`config.mk`:
```
export PLATFORM = sky130hd
export DESIGN_NAME = mbx_bridge
export DESIGN_NICKNAME = d
export VERILOG_FILES = /design/src/rtl/mbx_pkg.sv /design/src/rtl/mbx_tx_stage.sv /design/src/rtl/mbx_rx_stage.sv /design/src/rtl/mbx_bridge.sv
export SDC_FILE = /design/constraint.sdc
export NUM_CORES = 1
export LEC_CHECK = 0
export ABC_AREA = 1
export BUFFER_PORTS_ARGS = -buffer_cell sky130_fd_sc_hd__buf_4
export CORE_MARGIN = 2
export CORE_UTILIZATION = 53
export DETAILED_ROUTE_END_ITERATION = 12
export PLACE_DENSITY = 0.79
export SETUP_SLACK_MARGIN = 0.4
export SYNTH_ARGS = -nofsm -noshare
export SYNTH_HDL_FRONTEND = slang
export SYNTH_SLANG_ARGS = --single-unit
```
`constraint.sdc`:
```
create_clock -name clk -period 1.2 [get_ports clk]
set_input_delay 0.18 -clock clk [delete_from_list [all_inputs] [get_ports clk]]
set_output_delay 0.18 -clock clk [all_outputs]
set_load 0.02 [all_outputs]
```
`src/rtl/mbx_pkg.sv`:
```
package mbx_pkg;
  localparam logic [1:0] OFS_DATA = 2'd0;
  localparam logic [1:0] OFS_CTRL = 2'd1;
  localparam logic [1:0] OFS_RESP = 2'd2;
  localparam logic [1:0] OFS_STAT = 2'd3;

  // positions counted down from the top of the control word
  localparam int FLAG_RESP_FROM_TOP  = 1;
  localparam int FLAG_RDREQ_FROM_TOP = 3;

  typedef struct packed {
    logic busy;
    logic resp_pend;
    logic req_pend;
    logic read_pend;
  } mbx_stat_t;
endpackage

```
`src/rtl/mbx_tx_stage.sv`:
```
module mbx_tx_stage #(
  parameter int XACT_W = 64
) (
  input  logic              clk,
  input  logic              rst,
  input  logic              launch_req,
  input  logic [XACT_W-1:0] launch_word,
  output logic              launch_ok,
  output logic              out_valid,
  input  logic              out_ready,
  output logic [XACT_W-1:0] out_word
);
  logic              hold_q;
  logic [XACT_W-1:0] word_q;

  assign launch_ok = launch_req && !hold_q;

  always_ff @(posedge clk) begin
    if (rst) begin
      hold_q <= 1'b0;
      word_q <= '0;
    end else if (launch_ok) begin
      hold_q <= 1'b1;
      word_q <= launch_word;
    end else if (hold_q && out_ready) begin
      hold_q <= 1'b0;
    end
  end

  assign out_valid = hold_q;
  assign out_word  = word_q;
endmodule

```
`src/rtl/mbx_rx_stage.sv`:
```
module mbx_rx_stage #(
  parameter int WORD_W = 32
) (
  input  logic                clk,
  input  logic                rst,
  input  logic                in_valid,
  input  logic [2*WORD_W-1:0] in_word,
  output logic                in_ready,
  input  logic                ctrl_rd,
  input  logic                resp_rd,
  input  logic                rd_launch,
  output logic [WORD_W-1:0]   req_ctrl,
  output logic [WORD_W-1:0]   req_data,
  output logic [WORD_W-1:0]   resp_data,
  output logic                req_pend,
  output logic                resp_pend,
  output logic                read_pend
);
  localparam int RESP_BIT = 2*WORD_W - mbx_pkg::FLAG_RESP_FROM_TOP;

  logic req_q, resp_q, rdp_q;
  logic take, is_resp;

  assign take    = in_valid && !req_q;
  assign is_resp = in_word[RESP_BIT];

  always_ff @(posedge clk) begin
    if (rst) begin
      req_q     <= 1'b0;
      resp_q    <= 1'b0;
      rdp_q     <= 1'b0;
      req_ctrl  <= '0;
      req_data  <= '0;
      resp_data <= '0;
    end else begin
      if (rd_launch)              rdp_q <= 1'b1;
      else if (take && is_resp)   rdp_q <= 1'b0;

      if (take && is_resp)        resp_q <= 1'b1;
      else if (resp_rd)           resp_q <= 1'b0;

      if (take && is_resp) resp_data <= in_word[WORD_W-1:0];

      if (take && !is_resp) begin
        req_q    <= 1'b1;
        req_ctrl <= in_word[2*WORD_W-1:WORD_W];
        req_data <= in_word[WORD_W-1:0];
      end else if (ctrl_rd) begin
        req_q <= 1'b0;
      end
    end
  end

  assign in_ready  = !req_q;
  assign req_pend  = req_q;
  assign resp_pend = resp_q;
  assign read_pend = rdp_q;
endmodule

```
`src/rtl/mbx_bridge.sv`:
```
module mbx_bridge #(
  parameter int WORD_W = 32
) (
  input  logic                clk,
  input  logic                rst,
  input  logic                bus_wr,
  input  logic                bus_rd,
  input  logic [1:0]          bus_addr,
  input  logic [WORD_W-1:0]   bus_wdata,
  output logic [WORD_W-1:0]   bus_rdata,
  output logic                out_valid,
  input  logic                out_ready,
  output logic [2*WORD_W-1:0] out_word,
  input  logic                in_valid,
  output logic                in_ready,
  input  logic [2*WORD_W-1:0] in_word
);
  import mbx_pkg::*;

  localparam int XACT_W    = 2*WORD_W;
  localparam int RDREQ_BIT = WORD_W - FLAG_RDREQ_FROM_TOP;

  logic [WORD_W-1:0] data_q;
  logic              launch_req, launch_ok;
  logic [WORD_W-1:0] req_ctrl, req_data, resp_data;
  mbx_stat_t         stat;
  logic [WORD_W-1:0] stat_word;

  assign launch_req = bus_wr && (bus_addr == OFS_CTRL);

  always_ff @(posedge clk) begin
    if (rst) data_q <= '0;
    else if (bus_wr && bus_addr == OFS_DATA) data_q <= bus_wdata;
  end

  mbx_tx_stage #(.XACT_W(XACT_W)) u_tx (
    .clk(clk), .rst(rst),
    .launch_req(launch_req), .launch_word({bus_wdata, data_q}),
    .launch_ok(launch_ok),
    .out_valid(out_valid), .out_ready(out_ready), .out_word(out_word)
  );

  mbx_rx_stage #(.WORD_W(WORD_W)) u_rx (
    .clk(clk), .rst(rst),
    .in_valid(in_valid), .in_word(in_word), .in_ready(in_ready),
    .ctrl_rd(bus_rd && bus_addr == OFS_CTRL),
    .resp_rd(bus_rd && bus_addr == OFS_RESP),
    .rd_launch(launch_ok && bus_wdata[RDREQ_BIT]),
    .req_ctrl(req_ctrl), .req_data(req_data), .resp_data(resp_data),
    .req_pend(stat.req_pend), .resp_pend(stat.resp_pend),
    .read_pend(stat.read_pend)
  );

  assign stat.busy = out_valid;
  assign stat_word = {{(WORD_W-5){1'b0}}, stat.busy, 1'b0,
                      stat.resp_pend, stat.req_pend, stat.read_pend};

  always_ff @(posedge clk) begin
    if (rst) bus_rdata <= '0;
    else if (bus_rd) begin
      case (bus_addr)
        OFS_DATA: bus_rdata <= req_data;
        OFS_CTRL: bus_rdata <= req_ctrl;
        OFS_RESP: bus_rdata <= resp_data;
        default:  bus_rdata <= stat_word;
      endcase
    end
  end
endmodule


```
==> reports/metrics.cfg, run 1 <==
[cts]
cts-root-to-sink-buffers=3
ctsRootBufferMaster=sky130_fd_sc_hd__clkbuf_16
cts.sinks=228
numCtsBuffers=24
htreeDepth=1

[synthesis]
syn_avg_cell_area_um2=7.57
yosysSeqAreaShare_pct=52.5
ys_async_sr_fraction_pct=0
yosysWarnings=0
instance_count_of_the_mapped_netlist=1149
synth_edf_count=0
synth_cell_type_count=19
post_synth_instance_area_um2=8700
synthFlopType=sky130_fd_sc_hd__dfxtp_1
ys_ff_latch=228
syn-num-nets=1253

[floorplan]
die_width_um=132
placement_rows=46
fp.dieH_um=132
initial_core_util_pct=54.6
floorplan.io_pins=202

[place]
buffers_on_ports=201
place.detailed.hpwl_um=15200
gp_routability_congestion=0.845

[status]
status=did not finish
lastStage=5_1_grt
stop_error=[ERROR DPL-0038] Utilization greater than 100%, impossible to legalize

[sta]
endpoint_type=register data pin
grt_worst_setup_endpoint=u_tx.out_word[21]$_SDFFE_PP0P_/D

[global_route]
grt_max_degree=58

## logic make-up after synthesis
kind of cell           after synthesis  share of synthesized area (%)
AO/OA/AOI/OAI                      326                           18.8
flip-flops                         228                           52.5
AND/OR/NAND/NOR                    402                           19.0
buffers and inverters              193                           9.84
## cells in the mapped netlist (3+ instances only)
master                     count  area, um2
sky130_fd_sc_hd__nand3_1      96        480
sky130_fd_sc_hd__inv_1        99        372
sky130_fd_sc_hd__clkbuf_1     38        143
sky130_fd_sc_hd__o21ai_1      76        380
sky130_fd_sc_hd__o21ai_0     118        591
sky130_fd_sc_hd__nand2_1     103        387
sky130_fd_sc_hd__buf_1         3       11.3
sky130_fd_sc_hd__inv_2         5       18.8
sky130_fd_sc_hd__buf_2        30        150
sky130_fd_sc_hd__a21oi_1     132        661
sky130_fd_sc_hd__buf_4         9       67.6
sky130_fd_sc_hd__buf_6         8       90.1
sky130_fd_sc_hd__nor2_1      199        747
sky130_fd_sc_hd__dfxtp_1     228       4560
## stage by stage
step / hold slack (ns) / instance area [um2] / cells / setup slack [ns]
global placement: 0.424 / 10700 / 1528 / -0.0302
CTS: -0.000539 / 14800 / 1725 / -0.120
floorplan: 0.326 / 8900 / 1149 / 0.111
detailed placement: 0.433 / 10700 / 1528 / -0.0563
## repair_timing
action                                  in CTS
hold buffers                                97
pin swaps                                   77
endpoints found under the setup margin     267
resized for setup                          477
gates cloned                                28
setup buffers                               31
endpoints found under the hold margin      161
==> inputs of run 2 (changes only) <==
--- a/config.mk
+++ b/config.mk
@@ -8,10 +8,9 @@
 export ABC_AREA = 1
 export BUFFER_PORTS_ARGS = -buffer_cell sky130_fd_sc_hd__buf_4
 export CORE_MARGIN = 2
-export CORE_UTILIZATION = 53
+export CORE_UTILIZATION = 40
 export DETAILED_ROUTE_END_ITERATION = 12
-export PLACE_DENSITY = 0.79
-export SETUP_SLACK_MARGIN = 0.4
+export PLACE_DENSITY_LB_ADDON = 0.15
 export SYNTH_ARGS = -nofsm -noshare
 export SYNTH_HDL_FRONTEND = slang
 export SYNTH_SLANG_ARGS = --single-unit
==> reports/metrics.cfg, run 2 <==
[run]
maxCapViolCount=0

[global_route]
globalRouteOverflowTotal=0
number_of_antenna_violations_at_the_first_check_in_global_routing=0
via_count_of_the_first_global_routing_pass=7806
grt_max_degree=71
grt_usage_pct=21.1
grt_first_pass_wirelength_um=39000

[pwr]
vdd_ir_drop_max_uv=868
p_leak_nw=5.68
power.total_mw=18.8
power_density_nw_per_um2=1360

[finish]
area_delta_synth_final_pct=58.2
layout_common_cells=sky130_fd_sc_hd__nor2_1, sky130_fd_sc_hd__buf_4, sky130_fd_sc_hd__dfxtp_1
fillerInstances=1797
number_of_flip_flops_in_the_largest_register=64
layout_cell_share_with_drive_strength_beyond_1_pct=34.3
multi_input_comb_area_um2=3620
ff_latch_area_um2=4680
n_antenna_cell=0
commonest_non_fill_non_tap_cell_in_the_layout=sky130_fd_sc_hd__nor2_1
num-nets-final=1563

[detailed_routing]
num_vias=8616
drtIter0Drc=356
post_drt_via_cell_ratio=4.92
routed_wire_length_per_instance_um=15.7
detail_route.drc_violations=0
dr.pass1.iters=5
drt.antenna.violating_nets=0
detail_route.wirelength_um=27400

[setup_path]
critical_path_arrival_ns=1.13
highest_fanout_seen_on_the_critical_path=2
cp_bufs_invs=3
worst_r2r_startpoint=u_rx.req_pend
crit_required_ns=1.02
setup.worst_path.start=u_rx.req_pend
critical-path-max-stage-delay_ns=0.33
critical_path.top_delay_family=flip-flops
crit_path_start_kind=flop
timing.setup.critical_path_class=flop to output port
reg2regPathDepth=8
count_of_cell_instances_traversed_by_the_critical_path=3
critical_path_s_most_frequent_cell=sky130_fd_sc_hd__buf_6
type_of_destination_of_the_critical_path=output port
cp_slowest_cell=sky130_fd_sc_hd__dfxtp_2
path_cells=inv_2 > buf_6 > buf_6

[status]
violated_checks=negative setup slack
status=finished with violations

[floorplan]
initial_core_util_pct=41.1  ; -13 points
die_width_um=151  ; +15%
die_area_um2=22900
core_um2=21200
fp.dieH_um=151  ; +15%
placement_rows=53  ; +15%
floorplan.io_pins=202  ; unchanged

[sta]
final.setup_skew_ns=0.00842
timing.final.hold_violations=0
timing_worst_slew_pin_value_ns=0.515
final_critical_path_setup_slack_ns=-0.110
final.min_clock_period_ns=1.31
report.final.setup_viol=30
final_slew_violations=0
slew-limit-headroom_pct=65.7
final.period_utilization_pct=109
setup_tns_ns=-1.39
max_freq_mhz=763
grt_setup_unrepaired=true

[synthesis]
synth.top_cells.by_count=sky130_fd_sc_hd__dfxtp_1, sky130_fd_sc_hd__nor2_1, sky130_fd_sc_hd__a21oi_1
ys_ff_latch=228  ; unchanged
synth_largest_type_area_fraction_pct=52.5  ; unchanged
syn-num-nets=1253  ; unchanged
synth_edf_count=0  ; unchanged
ys_async_sr_fraction_pct=0  ; unchanged
synth_cell_type_count=19  ; unchanged
cell_type_contributing_the_most_total_cell_area_after_synthesis=sky130_fd_sc_hd__dfxtp_1
yosysWarnings=0  ; unchanged
yosysSeqAreaShare_pct=52.5  ; unchanged
largest_cells_by_area_after_synthesis=sky130_fd_sc_hd__dfxtp_1, sky130_fd_sc_hd__nor2_1, sky130_fd_sc_hd__a21oi_1, sky130_fd_sc_hd__o21ai_0, sky130_fd_sc_hd__nand3_1
instance_count_of_the_mapped_netlist=1149  ; unchanged
syn_avg_cell_area_um2=7.57  ; unchanged
synth_most_common_cell=sky130_fd_sc_hd__dfxtp_1
post_synth_instance_area_um2=8700  ; unchanged
synthFlopType=sky130_fd_sc_hd__dfxtp_1

[place]
gp_routability_congestion=0.794  ; -6.1%
buffers_on_ports=201  ; unchanged
place.detailed.hpwl_um=15500  ; +2.1%

[worst_hold_path]
holdCritPathClass=primary input to flop
hold_depth=4
hold_crit_start=bus_rd

[cts]
ctsRootBufferMaster=sky130_fd_sc_hd__clkbuf_16
cts-root-to-sink-buffers=3  ; unchanged
cts_tree=done
numCtsBuffers=25  ; +4.2%
htreeDepth=1  ; unchanged
clock_insertion_delay_worst_skew_ns=0.52
path_clk_slew_ns=0.06
cts.sinks=228  ; unchanged

==> run 2: cell counts after synthesis <==
No cell type changed its count.
==> run 2: repair_timing <==
action / CTS / global route
endpoints found under the setup margin: 54 / 211
endpoints found under the hold margin: 160 / 0
gates cloned: 1 / 16
hold buffers: 96 / 0
setup buffers: 2 / 4
pin swaps: 0 / 6
gates resized for setup: 90 / 287
==> run 2: where the power goes <==
group          switching [mW]  internal (mW)
clock network            2.98           4.63
registers               0.262           8.04
logic                    1.44           1.42
==> run 2: logic make-up after synthesis <==
kind of cell	count (synthesis)	share of synthesized area (%)
AND/OR/NAND/NOR	402	19.0
flip-flops	228	52.5
AO/OA/AOI/OAI	326	18.8
buffers and inverters	193	9.84
==> run 2: through the flow <==
| step | instance area (um2) | std cells | util [%] | hold WS (ns) | setup slack [ns] |
|---|---|---|---|---|---|
| 2_1_floorplan | 8700 | 1149 | - | 0.326 | 0.0282 |
| 3_5_place_dp | 10700 | 1589 | 50.5 | 0.433 | -0.0498 |
| 6_report | 13800 | 1750 | 65.1 | 0.168 | -0.110 |
| 4_1_cts | 12700 | 1731 | 60.1 | 0.144 | -0.124 |
| 5_1_grt | 13800 | 1750 | 65.1 | 0.164 | -0.154 |
| 3_3_place_gp | 10700 | 1589 | 50.5 | 0.429 | -0.0487 |
==> run 2: final timing paths <==
kind	endpoint	slack, ns
setup / recovery	in_ready	-0.11
hold / removal	bus_rdata[13]	0.17
hold reg to reg	u_rx.resp_data[1]	0.44
setup reg to reg	u_rx.resp_data[11]	-0.08
==> run 2: layout make-up <==
cell class              count  area share [%]
clock buffers              38            5.63
clock inverters             5           0.391
inverters                 105            3.07
multi-input cells         728            26.3
flip-flops and latches    228            34.0
well taps                 275            2.50
repair buffers            370            28.1
repair inverters            1          0.0818
==> run 2: worst min-delay path, stage by stage <==
cell and delay (ns):
sky130_fd_sc_hd__buf_4 0.13, sky130_fd_sc_hd__buf_4 0.20, sky130_fd_sc_hd__nand2_1 0.08, sky130_fd_sc_hd__a21oi_1 0.05
==> run 2: layer usage <==
layer,global-route usage [%],wire length (um),up-vias
li1,-,-,4375
met1,28.0,11900,3960
met2,35.8,13400,238
met3,3.35,1480,43
met4,5.37,569,0
met5,0,0,-
Power figures use the tool's default switching activity.
